## src/rtl/ea_pkg.sv

```systemverilog
package ea_pkg;

    localparam int REG_NUM_W  = 4;
    localparam int DISP_RAW_W = 32;

    typedef enum logic [1:0] {
        DSZ_NONE = 2'd0,
        DSZ_8    = 2'd1,
        DSZ_32   = 2'd2
    } dsz_e;

    typedef struct packed {
        logic                 is_mem;
        logic                 has_sib;
        logic                 has_base;
        logic [REG_NUM_W-1:0] base;
        logic                 has_index;
        logic [REG_NUM_W-1:0] index;
        logic [1:0]           scale_log;
        dsz_e                 dsz;
        logic                 rip_rel;
    } ea_mode_t;

    function automatic logic [2:0] dsz_bytes(input dsz_e d);
        case (d)
            DSZ_8:   return 3'd1;
            DSZ_32:  return 3'd4;
            default: return 3'd0;
        endcase
    endfunction

    function automatic dsz_e dsz_from_mod(input logic [1:0] md);
        case (md)
            2'b01:   return DSZ_8;
            2'b10:   return DSZ_32;
            default: return DSZ_NONE;
        endcase
    endfunction

endpackage

```

## src/rtl/ea_mode_decode.sv

```systemverilog
module ea_mode_decode
    import ea_pkg::*;
(
    input  logic [7:0] modrm,
    input  logic [7:0] sib,
    input  logic       rex_b,
    input  logic       rex_x,
    input  logic       long_mode,
    output ea_mode_t   mode,
    output logic [2:0] len
);

    localparam logic [2:0] ESC_SIB    = 3'b100;
    localparam logic [2:0] ESC_NOBASE = 3'b101;
    localparam logic [3:0] NO_INDEX   = 4'b0100;

    logic [1:0] md;
    logic [2:0] rm;
    logic       ext_b;
    logic       ext_x;
    logic [3:0] idx_code;

    always_comb begin
        md       = modrm[7:6];
        rm       = modrm[2:0];
        ext_b    = long_mode & rex_b;
        ext_x    = long_mode & rex_x;
        idx_code = {ext_x, sib[5:3]};
        mode     = '0;
        mode.dsz = DSZ_NONE;
        if (md != 2'b11) begin
            mode.is_mem = 1'b1;
            mode.dsz    = dsz_from_mod(md);
            if (rm == ESC_SIB) begin
                mode.has_sib = 1'b1;
                if (idx_code != NO_INDEX) begin
                    mode.has_index = 1'b1;
                    mode.index     = idx_code;
                    mode.scale_log = sib[7:6];
                end
                if (md == 2'b00 && sib[2:0] == ESC_NOBASE) begin
                    mode.dsz = DSZ_32;
                end else begin
                    mode.has_base = 1'b1;
                    mode.base     = {ext_b, sib[2:0]};
                end
            end else if (md == 2'b00 && rm == ESC_NOBASE) begin
                mode.dsz     = DSZ_32;
                mode.rip_rel = long_mode;
            end else begin
                mode.has_base = 1'b1;
                mode.base     = {ext_b, rm};
            end
        end
        len = 3'd1 + {2'b00, mode.has_sib} + dsz_bytes(mode.dsz);
    end

endmodule

```

## src/rtl/ea_disp_extend.sv

```systemverilog
module ea_disp_extend
    import ea_pkg::*;
#(
    parameter int ADDR_W = 64
) (
    input  dsz_e                  dsz,
    input  logic [DISP_RAW_W-1:0] raw,
    output logic [ADDR_W-1:0]     disp
);

    always_comb begin
        case (dsz)
            DSZ_8:   disp = ADDR_W'($signed(raw[7:0]));
            DSZ_32:  disp = ADDR_W'($signed(raw));
            default: disp = '0;
        endcase
    end

endmodule

```

## src/rtl/ea_addr_calc.sv

```systemverilog
module ea_addr_calc
    import ea_pkg::*;
#(
    parameter int ADDR_W  = 64,
    parameter int NUM_GPR = 16
) (
    input  ea_mode_t                  mode,
    input  logic [ADDR_W-1:0]         disp,
    input  logic [NUM_GPR*ADDR_W-1:0] regs_flat,
    input  logic [ADDR_W-1:0]         next_ip,
    input  logic                      long_mode,
    output logic [ADDR_W-1:0]         ea
);

    logic [ADDR_W-1:0] gpr [NUM_GPR];
    logic [ADDR_W-1:0] base_val;
    logic [ADDR_W-1:0] index_val;
    logic [ADDR_W-1:0] ip_val;
    logic [ADDR_W-1:0] sum;
    logic [ADDR_W-1:0] narrow_mask;

    for (genvar g = 0; g < NUM_GPR; g++) begin : g_unpack
        assign gpr[g] = regs_flat[g*ADDR_W +: ADDR_W];
    end

    if (ADDR_W > 32) begin : g_mask_wide
        assign narrow_mask = {{(ADDR_W-32){1'b0}}, {32{1'b1}}};
    end else begin : g_mask_narrow
        assign narrow_mask = '1;
    end

    always_comb begin
        base_val  = mode.has_base  ? gpr[mode.base] : '0;
        index_val = mode.has_index ? (gpr[mode.index] << mode.scale_log) : '0;
        ip_val    = mode.rip_rel   ? next_ip : '0;
        sum       = base_val + index_val + ip_val + disp;
        if (!mode.is_mem)
            ea = '0;
        else if (!long_mode)
            ea = sum & narrow_mask;
        else
            ea = sum;
    end

endmodule

```

## src/rtl/ea_decoder_top.sv

```systemverilog
module ea_decoder_top
    import ea_pkg::*;
#(
    parameter int ADDR_W  = 64,
    parameter int NUM_GPR = 16
) (
    input  logic                      clk,
    input  logic                      rst,
    input  logic                      in_vld,
    input  logic [7:0]                modrm,
    input  logic [7:0]                sib,
    input  logic                      rex_b,
    input  logic                      rex_x,
    input  logic                      long_mode,
    input  logic [31:0]               disp_raw,
    input  logic [NUM_GPR*ADDR_W-1:0] regs_flat,
    input  logic [ADDR_W-1:0]         next_ip,
    output logic                      out_vld,
    output logic                      out_mem,
    output logic                      out_has_base,
    output logic [3:0]                out_base,
    output logic                      out_has_index,
    output logic [3:0]                out_index,
    output logic [1:0]                out_scale,
    output logic [2:0]                out_disp_len,
    output logic                      out_rip_rel,
    output logic [2:0]                out_len,
    output logic [ADDR_W-1:0]         out_ea
);

    ea_mode_t          mode;
    logic [2:0]        len;
    logic [ADDR_W-1:0] disp;
    logic [ADDR_W-1:0] ea;

    ea_mode_decode i_decode (
        .modrm     (modrm),
        .sib       (sib),
        .rex_b     (rex_b),
        .rex_x     (rex_x),
        .long_mode (long_mode),
        .mode      (mode),
        .len       (len)
    );

    ea_disp_extend #(.ADDR_W(ADDR_W)) i_disp (
        .dsz  (mode.dsz),
        .raw  (disp_raw),
        .disp (disp)
    );

    ea_addr_calc #(.ADDR_W(ADDR_W), .NUM_GPR(NUM_GPR)) i_calc (
        .mode      (mode),
        .disp      (disp),
        .regs_flat (regs_flat),
        .next_ip   (next_ip),
        .long_mode (long_mode),
        .ea        (ea)
    );

    always_ff @(posedge clk) begin
        if (rst) begin
            out_vld       <= 1'b0;
            out_mem       <= 1'b0;
            out_has_base  <= 1'b0;
            out_base      <= '0;
            out_has_index <= 1'b0;
            out_index     <= '0;
            out_scale     <= '0;
            out_disp_len  <= '0;
            out_rip_rel   <= 1'b0;
            out_len       <= '0;
            out_ea        <= '0;
        end else begin
            out_vld <= in_vld;
            if (in_vld) begin
                out_mem       <= mode.is_mem;
                out_has_base  <= mode.has_base;
                out_base      <= mode.base;
                out_has_index <= mode.has_index;
                out_index     <= mode.index;
                out_scale     <= mode.scale_log;
                out_disp_len  <= dsz_bytes(mode.dsz);
                out_rip_rel   <= mode.rip_rel;
                out_len       <= len;
                out_ea        <= ea;
            end
        end
    end

    AST_REG_DIRECT_NO_EA: assert property (@(posedge clk) disable iff (rst)
        out_vld && !out_mem |-> out_ea == '0 && !out_has_base && !out_has_index && out_len == 3'd1);
    AST_RIP_ALONE: assert property (@(posedge clk) disable iff (rst)
        out_vld && out_rip_rel |-> !out_has_base && !out_has_index && out_disp_len == 3'd4);
    AST_RIP_ONLY_LONG: assert property (@(posedge clk) disable iff (rst)
        in_vld && !long_mode |=> !out_rip_rel);
    AST_ABS_NEEDS_DISP32: assert property (@(posedge clk) disable iff (rst)
        out_vld && out_mem && !out_has_base && !out_rip_rel |-> out_disp_len == 3'd4);
    AST_NO_SCALE_WITHOUT_INDEX: assert property (@(posedge clk) disable iff (rst)
        out_vld && !out_has_index |-> out_scale == 2'd0);
    AST_BP_NEEDS_DISP: assert property (@(posedge clk) disable iff (rst)
        out_vld && out_has_base && out_disp_len == 3'd0 |-> out_base[2:0] != 3'b101);
    AST_LEN_RANGE: assert property (@(posedge clk) disable iff (rst)
        out_vld |-> out_len >= 3'd1 && out_len <= 3'd6);
    AST_VLD_FOLLOWS: assert property (@(posedge clk) disable iff (rst)
        in_vld |=> out_vld);
    AST_VLD_IDLE: assert property (@(posedge clk) disable iff (rst)
        !in_vld |=> !out_vld);

endmodule

```

## config.mk

```make
export PLATFORM = sky130hd
export DESIGN_NAME = ea_decoder_top
export DESIGN_NICKNAME = d
export VERILOG_FILES = /design/src/rtl/ea_pkg.sv /design/src/rtl/ea_mode_decode.sv /design/src/rtl/ea_disp_extend.sv /design/src/rtl/ea_addr_calc.sv /design/src/rtl/ea_decoder_top.sv
export SDC_FILE = /design/constraint.sdc
export NUM_CORES = 2
export LEC_CHECK = 0
export BUFFER_PORTS_ARGS = -buffer_cell sky130_fd_sc_hd__buf_2
export CORE_AREA = 2 2 483 485
export DETAILED_ROUTE_END_ITERATION = 10
export DIE_AREA = 0 0 485 487
export PLACE_DENSITY = 0.38
export SLEW_MARGIN = 20
export SYNTH_ARGS = -nofsm -noshare
export SYNTH_HDL_FRONTEND = slang
export SYNTH_HIERARCHICAL = 1
export SYNTH_SLANG_ARGS = --single-unit
```

## constraint.sdc

```tcl
create_clock -name clk -period 10.9 [get_ports clk]
set_clock_uncertainty 0.1 [all_clocks]
set_input_delay 2.725 -clock clk [delete_from_list [all_inputs] [get_ports clk]]
set_output_delay 2.725 -clock clk [all_outputs]
set_load 0.005 [all_outputs]
```

==> impl_metrics.toml <==
[outcome]
status = "finished clean"

[sta]
tightest_slew_ps = 1030
fin_tns_setup_ps = 0
finalSetupViolations = 0
hold_violations = 0
fin_crit_ps = 10150
relSlewSlack_pct = 31.0
rsz0062_at_grt = "no"
post-route-period-util_pct = 93.1
finalMaxSlewViolations = 0
timing.fmax_mhz = 98.5

[routing]
drc_errors = 0
wl_per_cell_um = 36.5
dr.pass1.iters = 5
drt_iter0_drc = 2534
wirelength_um = 250000
dr_total_vias = 30300
vias_per_cell = 4.42
drtAntennaViolNets = 0

[clocking]
cts_tree = "built"
cts_max_level = 3
path_clk_slew_ps = 80
cts_resized = 0
cts_buffers = 9
cts-root-buf = "clkbuf_16"
worstSkewPairLatency_ps = 370
numClockSinks = 84
cts_hold_buf = 0
post_cts_buffers = 0
clockBufferDepth = 2

[hold_path]
worstHoldStart = "out_disp_len[0]"
hp-class = "reg -> reg"
hold_path_depth = 2

[critical_path]
critPathLaunch = "modrm[2]"
criticalPathCategory = "in -> reg"
cp_slowest_stage_delay_ps = 750
reg2reg_depth = 2
cp_slowest_cell = "o31ai_1"
crit_top_cell = "buf_12"
cp.required_ps = 11030
crit_arrival_ps = 10280
start_kind = "primary input"
worstPathCellList = "buf_2 -> nor2b_1 -> a21oi_1 -> a211oi_4 -> buf_12 -> buf_12 -> buf_12 -> mux4_2 -> mux4_2 -> nand2_1 -> fa_1 -> fa_1 -> inv_1 -> ha_1 -> o211ai_1 -> a21o_1 -> o22ai_1 -> a21oi_2 -> o31ai_1 -> a21oi_1 -> xor2_1 -> nor2_1 -> mux2i_1 -> nor2_1"
critPathMaxFanout = 37
cp-end-kind = "flop"
r2r_start = "out_ea[16]"

[cells_and_area]
multi_input_area_um2 = 24700
drive_gt1_share_pct = 56.0
seq_area_um2 = 1680
fillers = 26100
area_growth_syn_to_layout_pct = 37.6
nets = 4987
utilization_pct = 16.9

[placement]
place_congestion = 0.944
hpwl_um = 226000
io_buffers = 1222

[synth]
synth_top_area_cell = "mux4_2"
synthCells = 2569
syn_area_per_cell_um2 = 11.1
synth_top_area_share_pct = 50.4
ys_ff_latch = 84
synth_edf_count = 0
ys_seq_area_share_pct = 5.92
netlist_area_um2 = 28400
async_flop_share_pct = 0
synth_warnings = 6
synthFlopType = "dfxtp_1"
synth_area_leaders = "mux4_2 (50%), fa_1 (8.9%), dfxtp_1 (5.9%)"
syn_nets = 3903
synth.distinct_cells = 85

[global_routing]
grt_start_max_net_pins = 85
overflow = 0
antenna_found_initial = 322
grt_pass1_vias = 30600
grtUsageTotal_pct = 20.4
grt_pass1_wl_um = 317000

[die]
dieArea_um2 = 236000
ioPinCount = 1227
rows = 177
coreArea_um2 = 231000
die_h_um = 487
die_w_um = 485
start_util_pct = 12.3

[power_and_ir_drop]
power.density_nw_per_um2 = 73.2
leakage_nw = 15.1
ir_worst_vdd_v = 0.0000574

[run]
maxCapViolCount = 0
==> power breakdown <==
part | leakage, nW | internal, W | switching, W | total, W
combinational | 14.3 | 0.000931 | 0.00124 | 0.00218
clock | 0.147 | 0.000164 | 0.000174 | 0.000337
sequential | 0.685 | 0.000334 | 0.0000158 | 0.000349
==> final timing paths <==
kind                           to  slack (ps)
hold reg to reg   out_disp_len[0]         370
setup reg to reg       out_ea[16]       10120
hold / removal    out_disp_len[0]         370
setup / recovery       out_ea[44]         750
==> critical path: cells and delay by family <==
family	cells	cell delay, ps
AOI/OAI and AO/OA	8	2660
xor gates and xnor gates	1	290
adders and majority gates	3	1290
buffers and inverters	5	860
muxes	3	1460
and+or+nand+nor	4	900
==> sequential cells by signal, summed over array words and instances (netlist names) <==
register and flops:
out_index 4, out_scale 2, out_ea 64, out_rip_rel 1, out_base 4, out_has_index 1, out_has_base 1, out_len 3
out_disp_len 2, out_mem 1, out_vld 1
==> logic make-up (layout without fill, tap and decap cells) <==
logic type	after synthesis	after routing	share of synthesized area [%]
adder cells (fa/ha/maj)	192	192	11.8
AO/OA/AOI/OAI	287	287	6.62
multiplexers	783	783	55.6
AND/OR/NAND/NOR	686	686	10.7
XOR/XNOR	54	54	1.66
buffers and inverters	482	1571	7.64
flip-flops	84	84	5.92
other	1	150	0.0132
==> cell usage in the layout (no fill, tap or decap), types with 4 or more instances in the layout <==
cell type | Yosys | layout
or3_1 | 6 | 6
a21o_1 | 30 | 30
o21ai_0 | 39 | 39
xnor2_1 | 36 | 36
buf_12 | 0 | 34
and2_4 | 1 | 6
clkbuf_16 | 0 | 9
a21oi_1 | 107 | 105
nand4_1 | 19 | 19
a211o_1 | 4 | 4
buf_2 | 72 | 1220
xor2_1 | 18 | 18
o211ai_1 | 8 | 8
nor2_1 | 146 | 146
o21a_1 | 10 | 10
a31oi_1 | 13 | 11
a211oi_1 | 13 | 12
o21bai_1 | 10 | 10
dfxtp_1 | 84 | 84
nand2b_1 | 9 | 9
fa_1 | 126 | 126
and2_1 | 49 | 44
nand2_1 | 325 | 325
nor2b_1 | 6 | 6
diode_2 | 0 | 149
buf_4 | 40 | 97
nand3_1 | 69 | 69
o31ai_1 | 4 | 4
nor3_1 | 21 | 21
o21ai_1 | 6 | 6
mux2i_1 | 143 | 143
o221ai_1 | 4 | 4
ha_1 | 66 | 66
mux4_2 | 636 | 636
nand3b_1 | 7 | 7
inv_1 | 203 | 203
==> synth_stat cells (7+ instances only) <==
master and instances:
dfxtp_1 84, nand3b_1 7, o21a_1 10, buf_1 24, mux4_2 636, nand4_1 19, ha_1 66, o211ai_1 8
and2_1 49, xor2_1 18, nand3_1 69, buf_2 72, buf_4 40, fa_1 126, inv_1 203, a21o_1 30
nand2b_1 9, nor2_1 146, nor3_1 21, o21ai_0 39, mux2i_1 143, clkbuf_1 129, xnor2_1 36, a211oi_1 13
nand2_1 325, a21oi_1 107, o21bai_1 10, a31oi_1 13
==> layout make-up <==
class                           count  area share, %
Antenna cell                      149          0.954
Clock buffer                        9          0.576
Clock inverter                      7          0.205
Inverter                          204           1.96
Multi-Input combinational cell   2003           63.1
Sequential cell                    84           4.30
Tap cell                         3043           9.74
Timing Repair Buffer             1351           19.2
==> per-layer routing <==
layer	GRT usage, %	wire length, µm
met1	27.1	107000
met2	32.2	112000
met3	5.45	20900
met4	6.33	9570
met5	0	723
==> through the flow <==
stage               instances  cell area, µm²  worst slack (ps)  total power (W)  hold slack [ps]
finish                   6850           39100               750          0.00286              368
global route             6780           38900               296          0.00306              389
CTS                      6701           38700               680          0.00290              370
detailed placement       6685           38400               298          0.00254              358
global placement         6685           38400               303          0.00254              360
floorplan                2569           28400              1910          0.00150              362
Note: power is estimated with default switching activity, not from simulation.
